==> config.mk <==
export PLATFORM = sky130hd
export DESIGN_NAME = lr_call_stack
export DESIGN_NICKNAME = d
export VERILOG_FILES = /design/src/rtl/lrs_pkg.sv /design/src/rtl/lrs_pending.sv /design/src/rtl/lrs_commit_ctrl.sv /design/src/rtl/lrs_storage.sv /design/src/rtl/lr_call_stack.sv
export SDC_FILE = /design/constraint.sdc
export NUM_CORES = 1
export LEC_CHECK = 0
export ABC_AREA = 0
export BUFFER_PORTS_ARGS = -buffer_cell sky130_fd_sc_hd__buf_2
export CORE_AREA = 8 8 195 197
export DETAILED_ROUTE_END_ITERATION = 8
export DIE_AREA = 0 0 203 205
export PLACE_DENSITY_LB_ADDON = 0.3
export SKIP_LAST_GASP = 1
export SLEW_MARGIN = 25
export SYNTH_ARGS = -nofsm -noshare
export SYNTH_HDL_FRONTEND = slang
export SYNTH_SLANG_ARGS = --single-unit
export TNS_END_PERCENT = 30
==> constraint.sdc <==
create_clock -name clk_i -period 3.87 [get_ports clk_i]
set_input_delay 0.387 -clock clk_i [delete_from_list [all_inputs] [get_ports clk_i]]
set_output_delay 0.387 -clock clk_i [all_outputs]
set_load 0.005 [all_outputs]
==> src/rtl/lrs_pkg.sv <==
package lrs_pkg;
  localparam int unsigned LRS_DATA_W = 32;
  localparam int unsigned LRS_DEPTH  = 8;
  localparam int unsigned LRS_ERR_W  = 8;

  localparam logic [LRS_ERR_W-1:0] ERR_NONE       = 8'd0;
  localparam logic [LRS_ERR_W-1:0] ERR_CALL_STACK = 8'd2;

  localparam logic [LRS_DATA_W-1:0] DBG_EMPTY_MARK = 32'hCAFE_F00D;

  typedef enum logic [1:0] {
    FLT_NONE  = 2'b00,
    FLT_UNDER = 2'b01,
    FLT_OVER  = 2'b10
  } fault_kind_e;
endpackage

==> src/rtl/lrs_pending.sv <==
module lrs_pending #(
  parameter int unsigned DATA_W = 32
) (
  input  logic              clk_i,
  input  logic              rst_ni,
  input  logic              rd_en_i,
  input  logic              wr_en_i,
  input  logic [DATA_W-1:0] wr_data_i,
  input  logic              clear_i,
  output logic              pop_eff_o,
  output logic              push_eff_o,
  output logic [DATA_W-1:0] push_val_o
);
  logic              pop_pend_q;
  logic              push_pend_q;
  logic [DATA_W-1:0] push_val_q;

  // A read or write in the strobe cycle itself counts for that instruction.
  assign pop_eff_o  = pop_pend_q | rd_en_i;
  assign push_eff_o = push_pend_q | wr_en_i;
  assign push_val_o = wr_en_i ? wr_data_i : push_val_q;

  always_ff @(posedge clk_i or negedge rst_ni) begin
    if (!rst_ni) begin
      pop_pend_q  <= 1'b0;
      push_pend_q <= 1'b0;
      push_val_q  <= '0;
    end else if (clear_i) begin
      pop_pend_q  <= 1'b0;
      push_pend_q <= 1'b0;
      push_val_q  <= '0;
    end else begin
      if (rd_en_i) pop_pend_q <= 1'b1;
      if (wr_en_i) begin
        push_pend_q <= 1'b1;
        push_val_q  <= wr_data_i;
      end
    end
  end

  // a read outside a strobe stays pending into the next cycle
  a_r2_pop_held: assert property (@(posedge clk_i) disable iff (!rst_ni)
    rd_en_i && !clear_i |=> pop_eff_o);

  // the last write value is what is offered for the push
  a_r3_last_write: assert property (@(posedge clk_i) disable iff (!rst_ni)
    wr_en_i && !clear_i |=> push_eff_o && (rd_en_i || 1'b1) &&
      (wr_en_i || push_val_o == $past(wr_data_i)));

  // a strobe leaves nothing pending
  a_r7_cleared: assert property (@(posedge clk_i) disable iff (!rst_ni)
    clear_i |=> (pop_eff_o == rd_en_i) && (push_eff_o == wr_en_i));
endmodule

==> src/rtl/lrs_commit_ctrl.sv <==
module lrs_commit_ctrl
  import lrs_pkg::*;
(
  input  logic                 clk_i,
  input  logic                 rst_ni,
  input  logic                 commit_i,
  input  logic                 abort_i,
  input  logic                 pop_eff_i,
  input  logic                 push_eff_i,
  input  logic                 empty_i,
  input  logic                 full_i,
  output logic                 do_pop_o,
  output logic                 do_push_o,
  output logic                 clear_o,
  output fault_kind_e          fault_kind_o,
  output logic [LRS_ERR_W-1:0] err_code_o
);
  logic act;
  logic uflow;
  logic oflow;

  assign act     = commit_i & ~abort_i;
  assign clear_o = commit_i | abort_i;

  // Underflow takes priority: the instruction is cancelled before any push.
  assign uflow = act & pop_eff_i & empty_i;
  assign oflow = act & ~uflow & push_eff_i & ~pop_eff_i & full_i;

  always_comb begin
    fault_kind_o = FLT_NONE;
    if (uflow)      fault_kind_o = FLT_UNDER;
    else if (oflow) fault_kind_o = FLT_OVER;
  end

  assign do_pop_o   = act & pop_eff_i & ~uflow & ~oflow;
  assign do_push_o  = act & push_eff_i & ~uflow & ~oflow;
  assign err_code_o = (uflow | oflow) ? ERR_CALL_STACK : ERR_NONE;

  // a faulting commit moves nothing
  a_r5_fault_blocks: assert property (@(posedge clk_i) disable iff (!rst_ni)
    fault_kind_o != FLT_NONE |-> !do_pop_o && !do_push_o);

  // a read with a write on a non-empty stack never overflows
  a_r4_swap_safe: assert property (@(posedge clk_i) disable iff (!rst_ni)
    commit_i && pop_eff_i && push_eff_i && !empty_i |-> fault_kind_o != FLT_OVER);

  // abort suppresses every effect
  a_r7_abort_quiet: assert property (@(posedge clk_i) disable iff (!rst_ni)
    abort_i |-> !do_pop_o && !do_push_o && fault_kind_o == FLT_NONE);
endmodule

==> src/rtl/lrs_storage.sv <==
module lrs_storage #(
  parameter int unsigned DEPTH  = 8,
  parameter int unsigned DATA_W = 32,
  localparam int unsigned CNT_W = $clog2(DEPTH + 1),
  localparam int unsigned IDX_W = (DEPTH > 1) ? $clog2(DEPTH) : 1
) (
  input  logic              clk_i,
  input  logic              rst_ni,
  input  logic              pop_i,
  input  logic              push_i,
  input  logic [DATA_W-1:0] push_data_i,
  output logic [DATA_W-1:0] top_o,
  output logic [CNT_W-1:0]  depth_o,
  output logic              empty_o,
  output logic              full_o
);
  logic [CNT_W-1:0]  depth_q;
  logic [CNT_W-1:0]  depth_d;
  logic [CNT_W-1:0]  wr_slot;
  logic [IDX_W-1:0]  top_idx;
  logic [DATA_W-1:0] mem_q [DEPTH];

  assign empty_o = (depth_q == '0);
  assign full_o  = (depth_q == CNT_W'(DEPTH));
  assign depth_o = depth_q;
  assign top_idx = IDX_W'(depth_q - CNT_W'(1));
  assign top_o   = empty_o ? '0 : mem_q[top_idx];

  // Pop-then-push overwrites the current top slot.
  assign wr_slot = pop_i ? depth_q - CNT_W'(1) : depth_q;

  always_comb begin
    depth_d = depth_q;
    if (pop_i && !push_i)      depth_d = depth_q - CNT_W'(1);
    else if (push_i && !pop_i) depth_d = depth_q + CNT_W'(1);
  end

  always_ff @(posedge clk_i or negedge rst_ni) begin
    if (!rst_ni) depth_q <= '0;
    else         depth_q <= depth_d;
  end

  for (genvar g = 0; g < DEPTH; g++) begin : g_slot
    always_ff @(posedge clk_i or negedge rst_ni) begin
      if (!rst_ni)                                 mem_q[g] <= '0;
      else if (push_i && wr_slot == CNT_W'(g))     mem_q[g] <= push_data_i;
    end
  end

  // never pop an empty stack
  a_r6_no_pop_empty: assert property (@(posedge clk_i) disable iff (!rst_ni)
    pop_i |-> !empty_o);

  // never push past the limit
  a_r5_no_overflow: assert property (@(posedge clk_i) disable iff (!rst_ni)
    push_i && !pop_i |-> !full_o);

  // depth stays within bounds and flags are exclusive
  a_r9_depth_bound: assert property (@(posedge clk_i) disable iff (!rst_ni)
    depth_q <= CNT_W'(DEPTH) && !(empty_o && full_o));

  // a swap keeps the depth
  a_r4_swap_depth: assert property (@(posedge clk_i) disable iff (!rst_ni)
    pop_i && push_i |=> $stable(depth_q));

  // a plain push lands on top
  a_r3_push_top: assert property (@(posedge clk_i) disable iff (!rst_ni)
    push_i |=> top_o == $past(push_data_i));
endmodule

==> src/rtl/lr_call_stack.sv <==
module lr_call_stack
  import lrs_pkg::*;
(
  input  logic                  clk_i,
  input  logic                  rst_ni,
  input  logic                  rd_en_i,
  output logic [LRS_DATA_W-1:0] rd_data_o,
  input  logic                  wr_en_i,
  input  logic [LRS_DATA_W-1:0] wr_data_i,
  input  logic                  commit_i,
  input  logic                  abort_i,
  output logic [LRS_DATA_W-1:0] dbg_data_o,
  output logic [3:0]            depth_o,
  output logic                  empty_o,
  output logic                  full_o,
  output logic                  fault_o,
  output logic                  underflow_o,
  output logic                  overflow_o,
  output logic [LRS_ERR_W-1:0]  err_code_o
);
  logic                  pop_eff;
  logic                  push_eff;
  logic [LRS_DATA_W-1:0] push_val;
  logic                  do_pop;
  logic                  do_push;
  logic                  clear;
  fault_kind_e           fault_kind;
  logic [LRS_DATA_W-1:0] top;

  lrs_pending #(.DATA_W(LRS_DATA_W)) u_pending (
    .clk_i      (clk_i),
    .rst_ni     (rst_ni),
    .rd_en_i    (rd_en_i),
    .wr_en_i    (wr_en_i),
    .wr_data_i  (wr_data_i),
    .clear_i    (clear),
    .pop_eff_o  (pop_eff),
    .push_eff_o (push_eff),
    .push_val_o (push_val)
  );

  lrs_commit_ctrl u_ctrl (
    .clk_i        (clk_i),
    .rst_ni       (rst_ni),
    .commit_i     (commit_i),
    .abort_i      (abort_i),
    .pop_eff_i    (pop_eff),
    .push_eff_i   (push_eff),
    .empty_i      (empty_o),
    .full_i       (full_o),
    .do_pop_o     (do_pop),
    .do_push_o    (do_push),
    .clear_o      (clear),
    .fault_kind_o (fault_kind),
    .err_code_o   (err_code_o)
  );

  lrs_storage #(.DEPTH(LRS_DEPTH), .DATA_W(LRS_DATA_W)) u_store (
    .clk_i       (clk_i),
    .rst_ni      (rst_ni),
    .pop_i       (do_pop),
    .push_i      (do_push),
    .push_data_i (push_val),
    .top_o       (top),
    .depth_o     (depth_o),
    .empty_o     (empty_o),
    .full_o      (full_o)
  );

  assign rd_data_o   = top;
  assign dbg_data_o  = empty_o ? DBG_EMPTY_MARK : top;
  assign underflow_o = (fault_kind == FLT_UNDER);
  assign overflow_o  = (fault_kind == FLT_OVER);
  assign fault_o     = underflow_o | overflow_o;

  // error code follows the fault flag
  a_r10_err_code: assert property (@(posedge clk_i) disable iff (!rst_ni)
    fault_o ? (err_code_o == ERR_CALL_STACK) : (err_code_o == ERR_NONE));

  // a fault leaves the depth and top unchanged
  a_r5_fault_stable: assert property (@(posedge clk_i) disable iff (!rst_ni)
    fault_o |=> $stable(depth_o) && $stable(dbg_data_o));

  // debug view only differs from the read port when empty
  a_r8_dbg_view: assert property (@(posedge clk_i) disable iff (!rst_ni)
    !empty_o |-> dbg_data_o == rd_data_o);
endmodule

# Word level (Yosys, flattened, before mapping)
# Cells that the tools add are included.
# W data, S select, Z words.
# totals
register_bits	294
in_bits	38
output_inout_bits	81
word_cells	81
# op_classes
n_addsub	2
order_cmp	1
eq_ne	10
n_mux	17
n_bitwise	22
reduce_logical	17
# op_table
cell	n
$mux W32	6
$bmux W32 S3	1
$eq A4 B3 Y1 const B	4
$and A1 B1 Y1	12
$mux W4	3
$logic_and A1 B1 Y1	10
$eq A4 B2 Y1 const B	2
$logic_not A4 Y1	2
$mux W2	3
$reduce_bool A2 Y1	3
$or A1 B1 Y1	5
$add A4 B1 Y4 const B	1
$eq A4 B1 Y1 const B	1
$eq A4 B4 Y1 const B	1
$ge A4 B4 Y1 const B	1
$mux W1	4
$not A1 Y1	4
$not A3 Y4	1
$sub A4 B1 Y4 const B	1
$eq A2 B1 Y1 const B	1
$eq A2 B2 Y1 const B	1
$logic_not A1 Y1	2

# Longest topological paths before layout
# logic_depth
depth_word	15
depth_mapped	11
depth_no_buf	10

# By module
# A second synthesis with hierarchy kept.
# hier_totals
cells_unflattened	1000
area_unflattened_um2	13907.1
# by_module_without_submodules
mod	instances	cells_per_inst	area_per_inst_um2	seq_area_each_um2
lrs_storage	1	831	11897.7	6506.2
lrs_pending	1	109	1601.5	850.8
lr_call_stack	1	40	266.5	0.0
lrs_commit_ctrl	1	20	141.4	0.0

# Worst setup path after synthesis
# Ideal clock, no wire load.
# synth_timing
kind	flip-flop to flip-flop
from	reg u_store.depth_q[0] (netlist: u_store.depth_o[0])
to	reg u_store.mem_q[1] in the netlist's numbering
setup_time_ps	127
arrival_ps	2799
required_time_ps	3743
setup_slack_ps	944
path_stages_with_launch	11
n_path_buf	2
path_cell_list	dfrtp_1 -> buf_2 -> inv_1 -> ha_1 -> or3b_4 -> inv_2 -> or4_1 -> o22a_2 -> nor3b_4 -> buf_6 -> mux2_1
# synth_between
elab_chain_cells	12
elab_cells_between_ends	17
classes_between	add/sub: 1; eq/ne: 2; mux: 1; bitwise: 11; reduce/logical: 2
# synth_lines
element	line_no	text
start: declaration	lrs_storage.sv:17	logic [CNT_W-1:0] depth_q;
start signal: assignment	lrs_storage.sv:40	else depth_q <= depth_d;
$logic_not A4 Y1	lrs_storage.sv:23	assign empty_o = (depth_q == '0);
$and A1 B1 Y1	lrs_commit_ctrl.sv:26	assign uflow = act & pop_eff_i & empty_i;
$not A1 Y1	lrs_commit_ctrl.sv:27, lrs_commit_ctrl.sv:35, lrs_commit_ctrl.sv:36	
$and A1 B1 Y1 (4 in a row)	lrs_commit_ctrl.sv:27	assign oflow = act & ~uflow & push_eff_i & ~pop_eff_i & full_i;
$not A1 Y1	lrs_commit_ctrl.sv:35, lrs_commit_ctrl.sv:36	
$and A1 B1 Y1	lrs_commit_ctrl.sv:35	assign do_pop_o = act & pop_eff_i & ~uflow & ~oflow;
$mux W4	lrs_storage.sv:30	assign wr_slot = pop_i ? depth_q - CNT_W'(1) : depth_q;
$eq A4 B3 Y1	lrs_storage.sv:46	else if (push_i && wr_slot == CNT_W'(g)) mem_q[g] <= push_data_i;
$logic_and A1 B1 Y1 (*)	lrs_storage.sv:46	
end signal: indexed assignment	lrs_storage.sv:46	
end: declaration	lrs_storage.sv:21	logic [DATA_W-1:0] mem_q [DEPTH];
# Mark *: on every way between the ends. The rest lies on a longest branch, timed or not.
# A chain may end at the register's enable or synchronous reset.

# Final worst setup path
# layout_timing
from	reg u_store.depth_q[0] (netlist: u_store.depth_o[0])
to	out dbg_data_o[0]
# layout_between
elab_chain_cells	7
elab_cells_between_ends	8
classes_between	add/sub: 1; mux: 5; bitwise: 1; reduce/logical: 1
# layout_lines
element	line_no	text
$sub A4 B1 Y4	lrs_storage.sv:26	assign top_idx = IDX_W'(depth_q - CNT_W'(1));
$not A3 Y4 (not written as such)	lrs_storage.sv:27	assign top_o = empty_o ? '0 : mem_q[top_idx];
$bmux W32 S3	lrs_storage.sv:27	
$mux W32 (not written as such) (2 in a row)	lrs_storage.sv:27	
$mux W32	lrs_storage.sv:27	
$mux W32 (*)	lr_call_stack.sv:71	assign dbg_data_o = empty_o ? DBG_EMPTY_MARK : top;
end: declaration	lr_call_stack.sv:12	output logic [LRS_DATA_W-1:0] dbg_data_o,
# Mark *: on every way between the ends. The rest lies on a longest branch, timed or not. The select of a mux whose other input is x is not followed.

==> impl_summary.log <==
[metrics] number of buffers added by the clock tree synthesis step: 34
[metrics] first-pass GRT wire length: 50700 um
[metrics] cell with the largest stage delay on the worst path: sky130_fd_sc_hd__buf_4
[metrics] Synth top area share: 53.5%
[metrics] reported leakage power: 7.66 nW
[metrics] Maximum Capacitance Violations: 0
[metrics] initial core utilization: 39.3%
[metrics] measured slew at the worst slew-check pin: 0.958 ns
[metrics] number of unique standard cell types used by synthesis: 41
[metrics] Hold Path Origin: rd_en_i
[metrics] netlist area before placement: 0.0137 sq mm
[metrics] number of stages on the worst hold path: 3
[metrics] maximum clock insertion buffer count: 3
[metrics] async set-reset flop share out of synthesis: 100%
[metrics] destination of the worst hold path: u_pending.pop_pend_q
[metrics] share of layout cells above drive strength 1: 49.5%
[metrics] depth of the most critical reg-to-reg path: 8
[metrics] final worst-path cycle share: 94.2%
[metrics] TritonCTS clock tree: built
[metrics] Fill cells: 3104
[metrics] Layout Nets: 1063
[metrics] pin count of the biggest net entering global routing: 110
[metrics] Final Worst Setup Slack: 0.224 ns
[metrics] count of routing violations after the opening detailed-route iteration: 408
[metrics] pre-CTS worst setup slack: 0.624 ns
[metrics] Met3 Routed Length: 1400 um
[metrics] count of input and output buffers: 111
[metrics] data required time at the worst endpoint: 3.48 ns
[metrics] final count of negative-setup-slack endpoints: 0
[metrics] via count of the first global-routing pass: 8627
[metrics] core outline area: 0.0350 sq mm
[metrics] Post-Synthesis Mean Instance Area: 14.9 sq um
[metrics] most frequent cells after synthesis: sky130_fd_sc_hd__dfrtp_1 (294), sky130_fd_sc_hd__mux2_2 (242), sky130_fd_sc_hd__mux4_2 (64), sky130_fd_sc_hd__nand2_1 (51), sky130_fd_sc_hd__mux2_1 (47)
[metrics] Remaining DRCs: 0
[metrics] Synth Instances: 921
[metrics] WL final: 31600 um
[metrics] Via Count: 7871
[metrics] Peak VDD IR: 0.000435 V
[metrics] remaining max-slew budget at the tightest pin: 36.2%
[metrics] worst-case clock skew: 0.0179 ns
[metrics] synthesis warning total: 0
[metrics] sequential cell area: 0.00736 sq mm
[metrics] final estimated routing congestion in global placement: 0.813
[metrics] most instantiated flip-flop cell in the synthesis netlist: sky130_fd_sc_hd__dfrtp_1
[metrics] number of enable flip-flop cells after synthesis: 0
[metrics] sequential cell area fraction in the yosys report: 53.5%
[metrics] number of sinks driven by the clock tree: 294
[metrics] vias per cell: 5.23
[metrics] highest achievable clock rate: 274 MHz
[metrics] post-route antenna net violation count: 0
[metrics] CTS H-tree depth: 2
[metrics] final slew viol count: 0
[metrics] Metal-1 WL: 14300 um
[metrics] remaining global-route overflow: 0
[metrics] clock-pin slew on the worst setup and hold paths: 0.06 ns
[metrics] post-synthesis cell type with the largest combined area: sky130_fd_sc_hd__dfrtp_1
[metrics] kind of end point of the critical path: output port
[metrics] setup repair after global routing missed its margin: no
[metrics] result of the run: finished clean
[metrics] half-perimeter wire length after placement: 19700 um
[metrics] endpoint of the lowest-slack register-to-register path: u_store.mem_q[148]
[metrics] Cell Pwr Density: 792 mW/mm^2
[metrics] Crit path arrival time: 3.26 ns
[metrics] overall power of the completed layout: 12.5 mW
[metrics] area of placed instances: 0.0147 sq mm
[metrics] biggest fanout along the worst timing path: 50
[metrics] die height: 205 um
[metrics] clock latency on the worst-skew pair: 0.51 ns
[metrics] full die area: 0.0416 sq mm
[metrics] site row count: 69
[metrics] highest metal layer with signal wires: met4
[metrics] area of all placed cells without fillers: 0.0158 sq mm
[metrics] Setup TNS: 0 ns
[metrics] met2 wire length: 15300 um
[metrics] cell types with the largest area share after synthesis: sky130_fd_sc_hd__dfrtp_1 (54%), sky130_fd_sc_hd__mux2_2 (20%), sky130_fd_sc_hd__mux4_2 (10%)
[metrics] area added between synthesis and finish: 15.0%
[metrics] library cell used as clock root buffer: sky130_fd_sc_hd__clkbuf_16
[metrics] overall fraction of global-route tracks in use: 15.4%
[metrics] time the worst path needs with I/O delays and setup: 3.65 ns
[metrics] class of the tightest hold or removal check: primary input to register
[metrics] post-synthesis register bit count: 294
[metrics] Startpoint Class: register
[metrics] Chip Width: 203 um
[metrics] Setup CP Type: register to output port
[metrics] most common cell in the synthesized netlist: sky130_fd_sc_hd__dfrtp_1
[metrics] antenna cell count: 0
[metrics] R2R Path Start: u_store.depth_o[0]
[metrics] final hold vios: 0
[metrics] Pre-antenna DRT Iters: 4
[metrics] register-to-register setup slack: 0.59 ns
[metrics] critical path's largest stage delay: 0.66 ns
[metrics] top-level I/O count: 119
[metrics] area of the multi-input gates: 0.00592 sq mm
[metrics] critical path cell sequence: inv_1 > ha_2 > buf_4 > mux4_2 > mux2i_1 > nand2_1 > buf_2
[metrics] average wire per standard cell: 21.0 um
[metrics] initial antenna violation count: 0
-- registers in the layout, summed over array words and instances (netlist names) --
register               cells
u_store.mem_q            256
u_pending.push_val_q      32
u_store.depth_o            4
u_pending.pop_pend_q       1
u_pending.push_pend_q      1
-- critical path: cells and delay by family, from the launching register on --
family | cells | cell delay (ns)
DFF | 1 | 0.52
adders and majority gates | 1 | 0.35
muxes | 2 | 0.84
buffers and inverters | 3 | 0.91
and+or+nand+nor | 1 | 0.10
-- per-stage QoR --
step                utilization, %  hold slack (ns)  instances
CTS                           45.2            0.212       1505
global placement              42.1            0.462       1446
floorplan                        -           0.0914        927
global route                  45.2            0.241       1505
finish                        45.2            0.230       1505
detailed placement            42.1            0.469       1446
-- logic make-up (layout without fill, tap and decap cells) --
| kind of cell | Yosys count | in the layout | share of synthesized area (%) |
|---|---|---|---|
| other cells | 1 | 7 | 0.0273 |
| fa+ha+maj | 3 | 3 | 0.273 |
| mux | 372 | 372 | 35.6 |
| buf+inv | 85 | 202 | 3.72 |
| compound gates | 25 | 25 | 1.28 |
| flops | 294 | 294 | 53.5 |
| simple gates | 135 | 135 | 5.22 |
| xor+xnor | 6 | 6 | 0.383 |
-- cells in the final DEF (no fill, tap or decap), types with 2 or more instances in the layout --
cell                        Yosys  routed
sky130_fd_sc_hd__xor2_1         3       2
sky130_fd_sc_hd__nand2_1       51      51
sky130_fd_sc_hd__nor2_1        27      27
sky130_fd_sc_hd__mux4_2        64      64
sky130_fd_sc_hd__nor3b_4        4       4
sky130_fd_sc_hd__buf_12         0       4
sky130_fd_sc_hd__xnor2_1        3       3
sky130_fd_sc_hd__clkinv_2       0       3
sky130_fd_sc_hd__mux2_2       242     242
sky130_fd_sc_hd__clkbuf_8       0       9
sky130_fd_sc_hd__inv_1          2       2
sky130_fd_sc_hd__clkbuf_1      22       8
sky130_fd_sc_hd__conb_1         1       7
sky130_fd_sc_hd__mux2_1        47      47
sky130_fd_sc_hd__mux2i_1       19      19
sky130_fd_sc_hd__nand3_1        3       2
sky130_fd_sc_hd__clkbuf_16      0      35
sky130_fd_sc_hd__o22ai_1        3       3
sky130_fd_sc_hd__o21ai_0        2       2
sky130_fd_sc_hd__buf_4         42      25
sky130_fd_sc_hd__and3_2         0       2
sky130_fd_sc_hd__ha_1           3       2
sky130_fd_sc_hd__a21oi_1       15      15
sky130_fd_sc_hd__nor2b_1       35      35
sky130_fd_sc_hd__dfrtp_1      294     293
sky130_fd_sc_hd__or2_2          4       4
sky130_fd_sc_hd__clkinv_8       0       2
sky130_fd_sc_hd__buf_2          8     110
-- where the power goes --
| group | internal [mW] | switching (mW) |
|---|---|---|
| sequential | 4.05 | 0.478 |
| combinational | 2.50 | 2.40 |
| clock | 1.84 | 1.24 |
-- final cells by class --
type | count | area share [%]
tap | 461 | 3.65
sequential | 294 | 46.6
multi-input combinational | 548 | 37.5
clock buffer | 52 | 6.52
inverter | 3 | 0.0713
timing repair buffer | 141 | 5.34
clock inverter | 6 | 0.348
-- timing repair --
item	in CTS	in global routing
hold buffers	1	0
endpoints found under the hold margin	30	0
setup buffers	0	0
resized for setup	0	0
-- how the worst max path moves through the flow --
stage | end | start | cells past startpoint | slack, ns
detailed placement | u_store.mem_q[130] | u_store.depth_o[0] | 9 | 0.62
floorplan | u_store.mem_q[1] | u_store.depth_o[0] | 10 | 0.94
CTS | dbg_data_o[12] | u_store.depth_o[0] | 7 | 0.20
global route | dbg_data_o[0] | u_store.depth_o[0] | 7 | 0.09
finish | dbg_data_o[0] | u_store.depth_o[0] | 7 | 0.22
global placement | u_store.mem_q[148] | u_store.depth_o[0] | 9 | 0.66
-- metal layers --
layer	global-route usage [%]	vias to the layer above
met5	0	-
met1	20.7	4154
met2	25.4	157
met4	4.40	0
met3	2.89	52
li1	-	3508
No activity file was read; power rests on OpenSTA's default activity.
